File: src/rtl/shp_pkg.sv
package shp_pkg;
  localparam int LANE_W = 8;
  localparam int LANES  = 3;
  localparam int WORD_W = LANE_W * LANES;
  localparam int BUS_W  = 2 * LANE_W;
  localparam int SEL_W  = 2;

  typedef struct packed {
    logic [LANES-1:0] stgLanes;
    logic             stgCommit;
    logic             holdLock;
  } shp_strobe_t;
endpackage

File: src/rtl/shp_ctrl.sv
module shp_ctrl
  import shp_pkg::*;
(
  input  logic             clk,
  input  logic             rst,
  input  logic             busWr,
  input  logic             busRd,
  input  logic             busWide,
  input  logic [SEL_W-1:0] busAddr,
  input  logic [SEL_W-1:0] stageKey,
  input  logic [SEL_W-1:0] holdKey,
  input  logic             stageAlign,
  input  logic             resValid,
  output shp_strobe_t      strobe,
  output logic             engValid,
  output logic             holdReady
);
  localparam logic [LANES-1:0] LOW_PAIR  = {{(LANES-2){1'b0}}, 2'b11};
  localparam logic [LANES-1:0] HIGH_PAIR = {2'b11, {(LANES-2){1'b0}}};

  logic [LANES-1:0] addrMask, stgKeyMask, holdKeyMask;
  logic [LANES-1:0] wrLanes, rdLanes;

  // one-hot decodes; out-of-range selects give an empty mask
  for (genvar i = 0; i < LANES; i++) begin : g_dec
    assign addrMask[i]    = (busAddr  == SEL_W'(i));
    assign stgKeyMask[i]  = (stageKey == SEL_W'(i));
    assign holdKeyMask[i] = (holdKey  == SEL_W'(i));
  end

  always_comb begin
    wrLanes = '0;
    rdLanes = '0;
    if (busWr) wrLanes = busWide ? (stageAlign ? HIGH_PAIR : LOW_PAIR) : addrMask;
    if (busRd) rdLanes = busWide ? LOW_PAIR : addrMask;
  end

  assign strobe.stgLanes  = wrLanes;
  assign strobe.stgCommit = |(wrLanes & stgKeyMask);
  assign strobe.holdLock  = |(rdLanes & holdKeyMask);

  always_ff @(posedge clk) begin
    if (rst) begin
      engValid  <= 1'b0;
      holdReady <= 1'b0;
    end else begin
      engValid <= strobe.stgCommit;
      if (resValid)             holdReady <= 1'b1;
      else if (strobe.holdLock) holdReady <= 1'b0;
    end
  end

  AST_NO_STROBE_IDLE: assert property (@(posedge clk) disable iff (rst)
    !busWr |=> !engValid);
  AST_READY_ON_RESULT: assert property (@(posedge clk) disable iff (rst)
    resValid |=> holdReady);
  AST_READY_CLEARS: assert property (@(posedge clk) disable iff (rst)
    (busRd && strobe.holdLock && !resValid) |=> !holdReady);
endmodule

File: src/rtl/shp_data.sv
module shp_data
  import shp_pkg::*;
(
  input  logic              clk,
  input  logic              rst,
  input  shp_strobe_t       strobe,
  input  logic              busRd,
  input  logic              busWide,
  input  logic [SEL_W-1:0]  busAddr,
  input  logic [BUS_W-1:0]  busWData,
  input  logic              stageAlign,
  input  logic              holdAlign,
  input  logic [WORD_W-1:0] resData,
  input  logic              resValid,
  output logic [WORD_W-1:0] engData,
  output logic [BUS_W-1:0]  busRData
);
  logic [WORD_W-1:0] stageShadow, merged;
  logic [WORD_W-1:0] holdReg, holdShadow, rdSrc, rdView;
  logic [LANE_W-1:0] byteSel;
  int unsigned       topLane;

  assign topLane = stageAlign ? (LANES - 1) : 1;

  for (genvar i = 0; i < LANES; i++) begin : g_lane
    logic [LANE_W-1:0] laneIn;
    assign laneIn = (busWide && topLane == i) ? busWData[BUS_W-1:LANE_W]
                                              : busWData[LANE_W-1:0];
    assign merged[i*LANE_W +: LANE_W] = strobe.stgLanes[i] ? laneIn
                                        : stageShadow[i*LANE_W +: LANE_W];
  end

  always_ff @(posedge clk) begin
    if (rst) begin
      stageShadow <= '0;
      engData     <= '0;
      holdReg     <= '0;
      holdShadow  <= '0;
    end else begin
      stageShadow <= merged;
      if (strobe.stgCommit) engData    <= merged;
      if (resValid)         holdReg    <= resData;
      if (strobe.holdLock)  holdShadow <= holdReg;
    end
  end

  assign rdSrc  = strobe.holdLock ? holdReg : holdShadow;
  assign rdView = holdAlign ? {{LANE_W{1'b0}}, rdSrc[WORD_W-1:LANE_W]} : rdSrc;

  always_comb begin
    byteSel = '0;
    for (int i = 0; i < LANES; i++)
      if (busAddr == SEL_W'(i)) byteSel = rdView[i*LANE_W +: LANE_W];
  end

  always_comb begin
    busRData = '0;
    if (busRd) busRData = busWide ? rdView[BUS_W-1:0] : {{LANE_W{1'b0}}, byteSel};
  end

  AST_ENG_KEEPS: assert property (@(posedge clk) disable iff (rst)
    !strobe.stgCommit |=> $stable(engData));
  AST_COMMIT_WHOLE: assert property (@(posedge clk) disable iff (rst)
    strobe.stgCommit |=> (engData == stageShadow));
  AST_SHADOW_FROZEN: assert property (@(posedge clk) disable iff (rst)
    !strobe.holdLock |=> $stable(holdShadow));
endmodule

File: src/rtl/stage_hold_port.sv
module stage_hold_port
  import shp_pkg::*;
(
  input  logic              clk,
  input  logic              rst,
  input  logic              busWr,
  input  logic              busRd,
  input  logic              busWide,
  input  logic [SEL_W-1:0]  busAddr,
  input  logic [BUS_W-1:0]  busWData,
  output logic [BUS_W-1:0]  busRData,
  input  logic [SEL_W-1:0]  stageKey,
  input  logic [SEL_W-1:0]  holdKey,
  input  logic              stageAlign,
  input  logic              holdAlign,
  output logic [WORD_W-1:0] engData,
  output logic              engValid,
  input  logic [WORD_W-1:0] resData,
  input  logic              resValid,
  output logic              holdReady
);
  shp_strobe_t strobe;

  shp_ctrl u_ctrl (
    .clk, .rst, .busWr, .busRd, .busWide, .busAddr,
    .stageKey, .holdKey, .stageAlign, .resValid,
    .strobe, .engValid, .holdReady
  );

  shp_data u_data (
    .clk, .rst, .strobe, .busRd, .busWide, .busAddr, .busWData,
    .stageAlign, .holdAlign, .resData, .resValid,
    .engData, .busRData
  );
endmodule

File: config.mk
export PLATFORM = sky130hd
export DESIGN_NAME = stage_hold_port
export DESIGN_NICKNAME = d
export VERILOG_FILES = /design/src/rtl/shp_pkg.sv /design/src/rtl/shp_ctrl.sv /design/src/rtl/shp_data.sv /design/src/rtl/stage_hold_port.sv
export SDC_FILE = /design/constraint.sdc
export NUM_CORES = 1
export LEC_CHECK = 0
export ABC_AREA = 1
export BUFFER_PORTS_ARGS = -buffer_cell sky130_fd_sc_hd__buf_2
export CORE_ASPECT_RATIO = 1.2
export CORE_MARGIN = 2
export CORE_UTILIZATION = 29
export CTS_BUF_LIST = sky130_fd_sc_hd__clkbuf_2 sky130_fd_sc_hd__clkbuf_4 sky130_fd_sc_hd__clkbuf_8
export CTS_CLUSTER_DIAMETER = 80
export DETAILED_ROUTE_END_ITERATION = 7
export GPL_ROUTABILITY_DRIVEN = 0
export MAX_ROUTING_LAYER = met4
export PLACE_DENSITY = 0.56
export SYNTH_ARGS = -nofsm -noshare
export SYNTH_HDL_FRONTEND = slang
export SYNTH_SLANG_ARGS = --single-unit
File: constraint.sdc
create_clock -name clk -period 1.8 [get_ports clk]
set_input_delay 0 -clock clk [delete_from_list [all_inputs] [get_ports clk]]
set_output_delay 0 -clock clk [all_outputs]
set_load 0.02 [all_outputs]
==> results <==
- The run finished with clean final reports.
- After detailed routing, the total wire length is 12600 um.
- The capturing point of the worst reg2reg path is u_data.engData[10]$_SDFFE_PP0P_.
- The critical path is of the in -> out type.
- The detailed-route via count is 4322.
- The number of levels in the clock H-tree is 3.
- After synthesis, the share of flip-flops with an asynchronous set or reset is 0%.
- TritonCTS built the clock tree.
- For hold timing, the worst endpoint is u_data.stageShadow[18]$_SDFF_PP0_.
- Setup repair after global routing could not meet its margin everywhere.
- The number of flops mapped to enable cells by yosys is 0.
- The shortest period the worst path allows is 1.64 ns.
- At the pin with the least slew margin, the transition time is 0.811 ns.
- The sum of buffers and inverters on the critical path is 3.
- For this design the top-level I/O count stands at 96.
- In this run the cell area measured after placement is 0.00520 sq mm.
- The final clock skew is 0.00895 ns.
- The die is 140 um tall.
- The fraction of layout cells with a size suffix above 1 is 21.2%.
- The area growth from synthesis to layout is 26.4%.
- The number of warnings printed during yosys synthesis is 0.
- Timing would allow up to 609 MHz.
- The analysis attributes to cell leakage a power of 2.63 nW.
- The via count of the first global-routing pass is 4026.
- The number of flip-flops and latches in the synthesized netlist is 98.
- In the routed design, unresolved DRC markers number 0.
- The worst hold path begins at busWData[10].
- The pin count of the biggest net entering global routing is 66.
- The final-report setup violation count is 0.
- Once routing completed, OpenROAD measured the worst setup slack at 0.158 ns.
- The count of endpoints failing hold in the final timing report is 0.
- The post-route core utilization is 37.6%.
- At the end of the flow, the number of nets in the layout was 803.
- The dominant synthesized flop cell is sky130_fd_sc_hd__dfxtp_1.
- The floorplan has 49 rows.
- The slowest cell on the critical path is sky130_fd_sc_hd__o21ai_2.
- The effective utilization at floorplan is 29.7%.
- The top cell types in the final layout, fill and taps aside, are sky130_fd_sc_hd__nand2_1, sky130_fd_sc_hd__nor2_1, sky130_fd_sc_hd__dfxtp_1.
- The sort of element at the start of the critical path is a primary input.
- The worst register-to-register path has a depth of 2.
- The buffer cell driving the clock tree root is sky130_fd_sc_hd__clkbuf_8.
- The maximum ir drop on the vdd rail is 0.000436 V.
- Leaving out fill and tap cells, the most frequent cell in the layout is sky130_fd_sc_hd__nand2_1.
- The signal on the critical path passes through buf_2, o21ai_2, nand3_1, nand3_1, buf_6, nand2_1, nand3_1, nand3_1, nand2_1, nand3_1, nand2_1, buf_2.
- The initial antenna violation count is 0.
- The global-route wire length before repair is 20000 um.
- The maximum count of clock buffers along a single path is 2.
- The critical path endpoint category is an output pin.
- The total instance count after detailed placement is 918.
- Synthesis produced a netlist with a net count of 690.
- In the final routed layout, each cell accounts on average for 13.1 um.
- At the later pin of the worst-skew pair, clock insertion delay measures 0.37 ns.
- The max-slew violation total from the final report is 0.
- Dividing total power by cell area gives a power density of 829 mW/mm^2.
- The reg-to-reg setup timing slack is 0.91 ns.
- The largest total area in the synthesized netlist belongs to sky130_fd_sc_hd__dfxtp_1.
- The design draws 4.68 mW.
- The distinct cell type count of the synthesized netlist is 26.
- Buffers inserted during clock tree synthesis total 9.
- The count of maximum capacitance violations is 0.
- The cell repeated most along the worst path is sky130_fd_sc_hd__nand3_1.
- The vias per cell is 4.51.
- In the synthesized netlist, the number of instances is 636.
- The area of the die is 0.0164 sq mm.
- Among cell families on the critical path, the largest total delay comes from simple AND/OR/NAND/NOR gates.
- The share of the cycle needed by the critical path after routing is 91.2%.
- The data arrival at the endpoint of the critical path is 1.64 ns.
- The share of the synthesized area in the top cell type is 44.0%.
- The count of placed standard cells in the final layout, fillers left out is 958.
- After clock tree synthesis, the clock-pin slew on the worst setup and hold paths is 0.11 ns.
- The tightest min-delay check is of the in -> reg type.
- The worst hold path was traced through 5 stages.
- The count of buffers from port buffering is 95.
- After synthesis the cells add up to 0.00446 sq mm.
- In this run, the number of DRC markers left after iteration 0 of detailed routing was 375.
- After routing the design area is 0.00564 sq mm.
- Summing the sequential cell areas from Yosys gives 44.0% of the chip area.
- The aggregate global-route resource usage is 16.1%.
- The HPWL after detailed placement is 9070 um.
- The largest fanout of any net on the critical path is 13.
- Ranked by total cell area, the synthesized netlist is headed by sky130_fd_sc_hd__dfxtp_1, sky130_fd_sc_hd__nand2_1, sky130_fd_sc_hd__nor2_1.
- The repair_antennas step left the layout with diodes totalling 0.
- STA puts the critical path data required time at 1.80 ns.
- The die boundary width is 117 um.
- In this run the mean area of a mapped cell was 7.02 sq um.
- For this run the aggregate overflow at the end of global routing stands at 0.
- The first-pass detailed-route iteration total is 4.
- The startpoint identified for the worst register-to-register timing path is u_data.stageShadow[10]$_SDFF_PP0_.
- The worst slack at placement is 0.171 ns.
- The core footprint is 0.0150 sq mm.
- Counting every sink on the clock net gives 98.
- On the worst path, the slowest cell contributes a delay of 0.27 ns.
- The remaining antenna violation count is 0.
- The headroom to the max-slew limit is 45.9%.
==> how the worst max path moves through the flow <==
stage,start,to,cells after the start,slack (ns)
6_report,busAddr[0],busRData[6],12,0.16
5_1_grt,busAddr[0],busRData[0],14,-0.001
4_1_cts,busAddr[0],busRData[6],12,0.17
3_5_place_dp,busAddr[0],busRData[6],14,0.17
3_3_place_gp,busAddr[0],busRData[6],12,0.18
2_1_floorplan,busWide,u_data.engData[12]$_SDFFE_PP0P_,9,0.55
==> kinds of logic (layout without fill, tap and decap cells) <==
family / Yosys count / count (layout) / synth area share (%)
buffers and inverters: 86 / 204 / 8.07
AOI/OAI and AO/OA: 128 / 128 / 17.8
DFF: 98 / 98 / 44.0
and+or+nand+nor: 324 / 324 / 30.2
==> worst min-delay path: cells and delay by family <==
| family | cells | cell delay [ns] |
|---|---|---|
| compound gates | 2 | 0.18 |
| simple gates | 2 | 0.12 |
| buf+inv | 1 | 0.08 |
==> area by class of cell <==
class,instances,area [sq um]
tap,204,255
inverter,51,191
clock buffer,9,124
sequential,98,1960
fill,1637,9380
clock inverter,7,61.3
multi-input combinational,452,2150
timing repair buffer,137,896
==> layer usage <==
| metal | track usage [%] | up-vias | part of all wire (%) |
|---|---|---|---|
| met2 | 26.5 | 80 | 49 |
| li1 | - | 2280 | - |
| met3 | 2.25 | 10 | 2.9 |
| met4 | 5.39 | 0 | 1.2 |
| met5 | - | - | 0 |
| met1 | 20.1 | 1952 | 47 |
==> synth_stat cells, types with 2 or more instances <==
| cell type | count |
|---|---|
| sky130_fd_sc_hd__nand2_2 | 2 |
| sky130_fd_sc_hd__buf_2 | 6 |
| sky130_fd_sc_hd__or2_1 | 8 |
| sky130_fd_sc_hd__nand3_1 | 52 |
| sky130_fd_sc_hd__inv_2 | 4 |
| sky130_fd_sc_hd__inv_1 | 47 |
| sky130_fd_sc_hd__and2_1 | 4 |
| sky130_fd_sc_hd__nand2_1 | 148 |
| sky130_fd_sc_hd__nor2_1 | 103 |
| sky130_fd_sc_hd__clkbuf_1 | 20 |
| sky130_fd_sc_hd__o21ai_0 | 50 |
| sky130_fd_sc_hd__dfxtp_1 | 98 |
| sky130_fd_sc_hd__o211ai_1 | 8 |
| sky130_fd_sc_hd__a21oi_1 | 33 |
| sky130_fd_sc_hd__buf_6 | 2 |
| sky130_fd_sc_hd__nand3_2 | 2 |
| sky130_fd_sc_hd__buf_4 | 4 |
| sky130_fd_sc_hd__buf_1 | 3 |
| sky130_fd_sc_hd__o21ai_1 | 18 |
| sky130_fd_sc_hd__nand4_1 | 3 |
| sky130_fd_sc_hd__a211oi_2 | 16 |
==> through the flow <==
| stage | TNS, ns | hold slack, ns |
|---|---|---|
| after floorplan | 0 | 0.135 |
| after global placement | 0 | 0.222 |
| after detailed placement | 0 | 0.228 |
| after CTS | 0 | 0.0291 |
| after global routing | -0.00113 | 0.0771 |
| final | 0 | 0.0512 |
==> report_power, final <==
part           internal [mW]  switching [mW]
Combinational          0.345           0.576
Sequential              2.31          0.0540
Clock                  0.531           0.859
Total                   3.19            1.49
==> state kept, by name (all words and copies together), names as in the netlist <==
| signal | flops |
|---|---|
| u_ctrl.engValid | 1 |
| u_ctrl.holdReady | 1 |
| u_data.engData | 24 |
| u_data.holdReg | 24 |
| u_data.holdShadow | 24 |
| u_data.stageShadow | 24 |
==> repair_timing <==
item	in CTS	in global routing
gates resized for setup	0	4
hold buffers	24	0
endpoints found under the hold margin	24	0
setup endpoints to repair	0	9
setup buffers	0	0
Power figures use the tool's default switching activity.
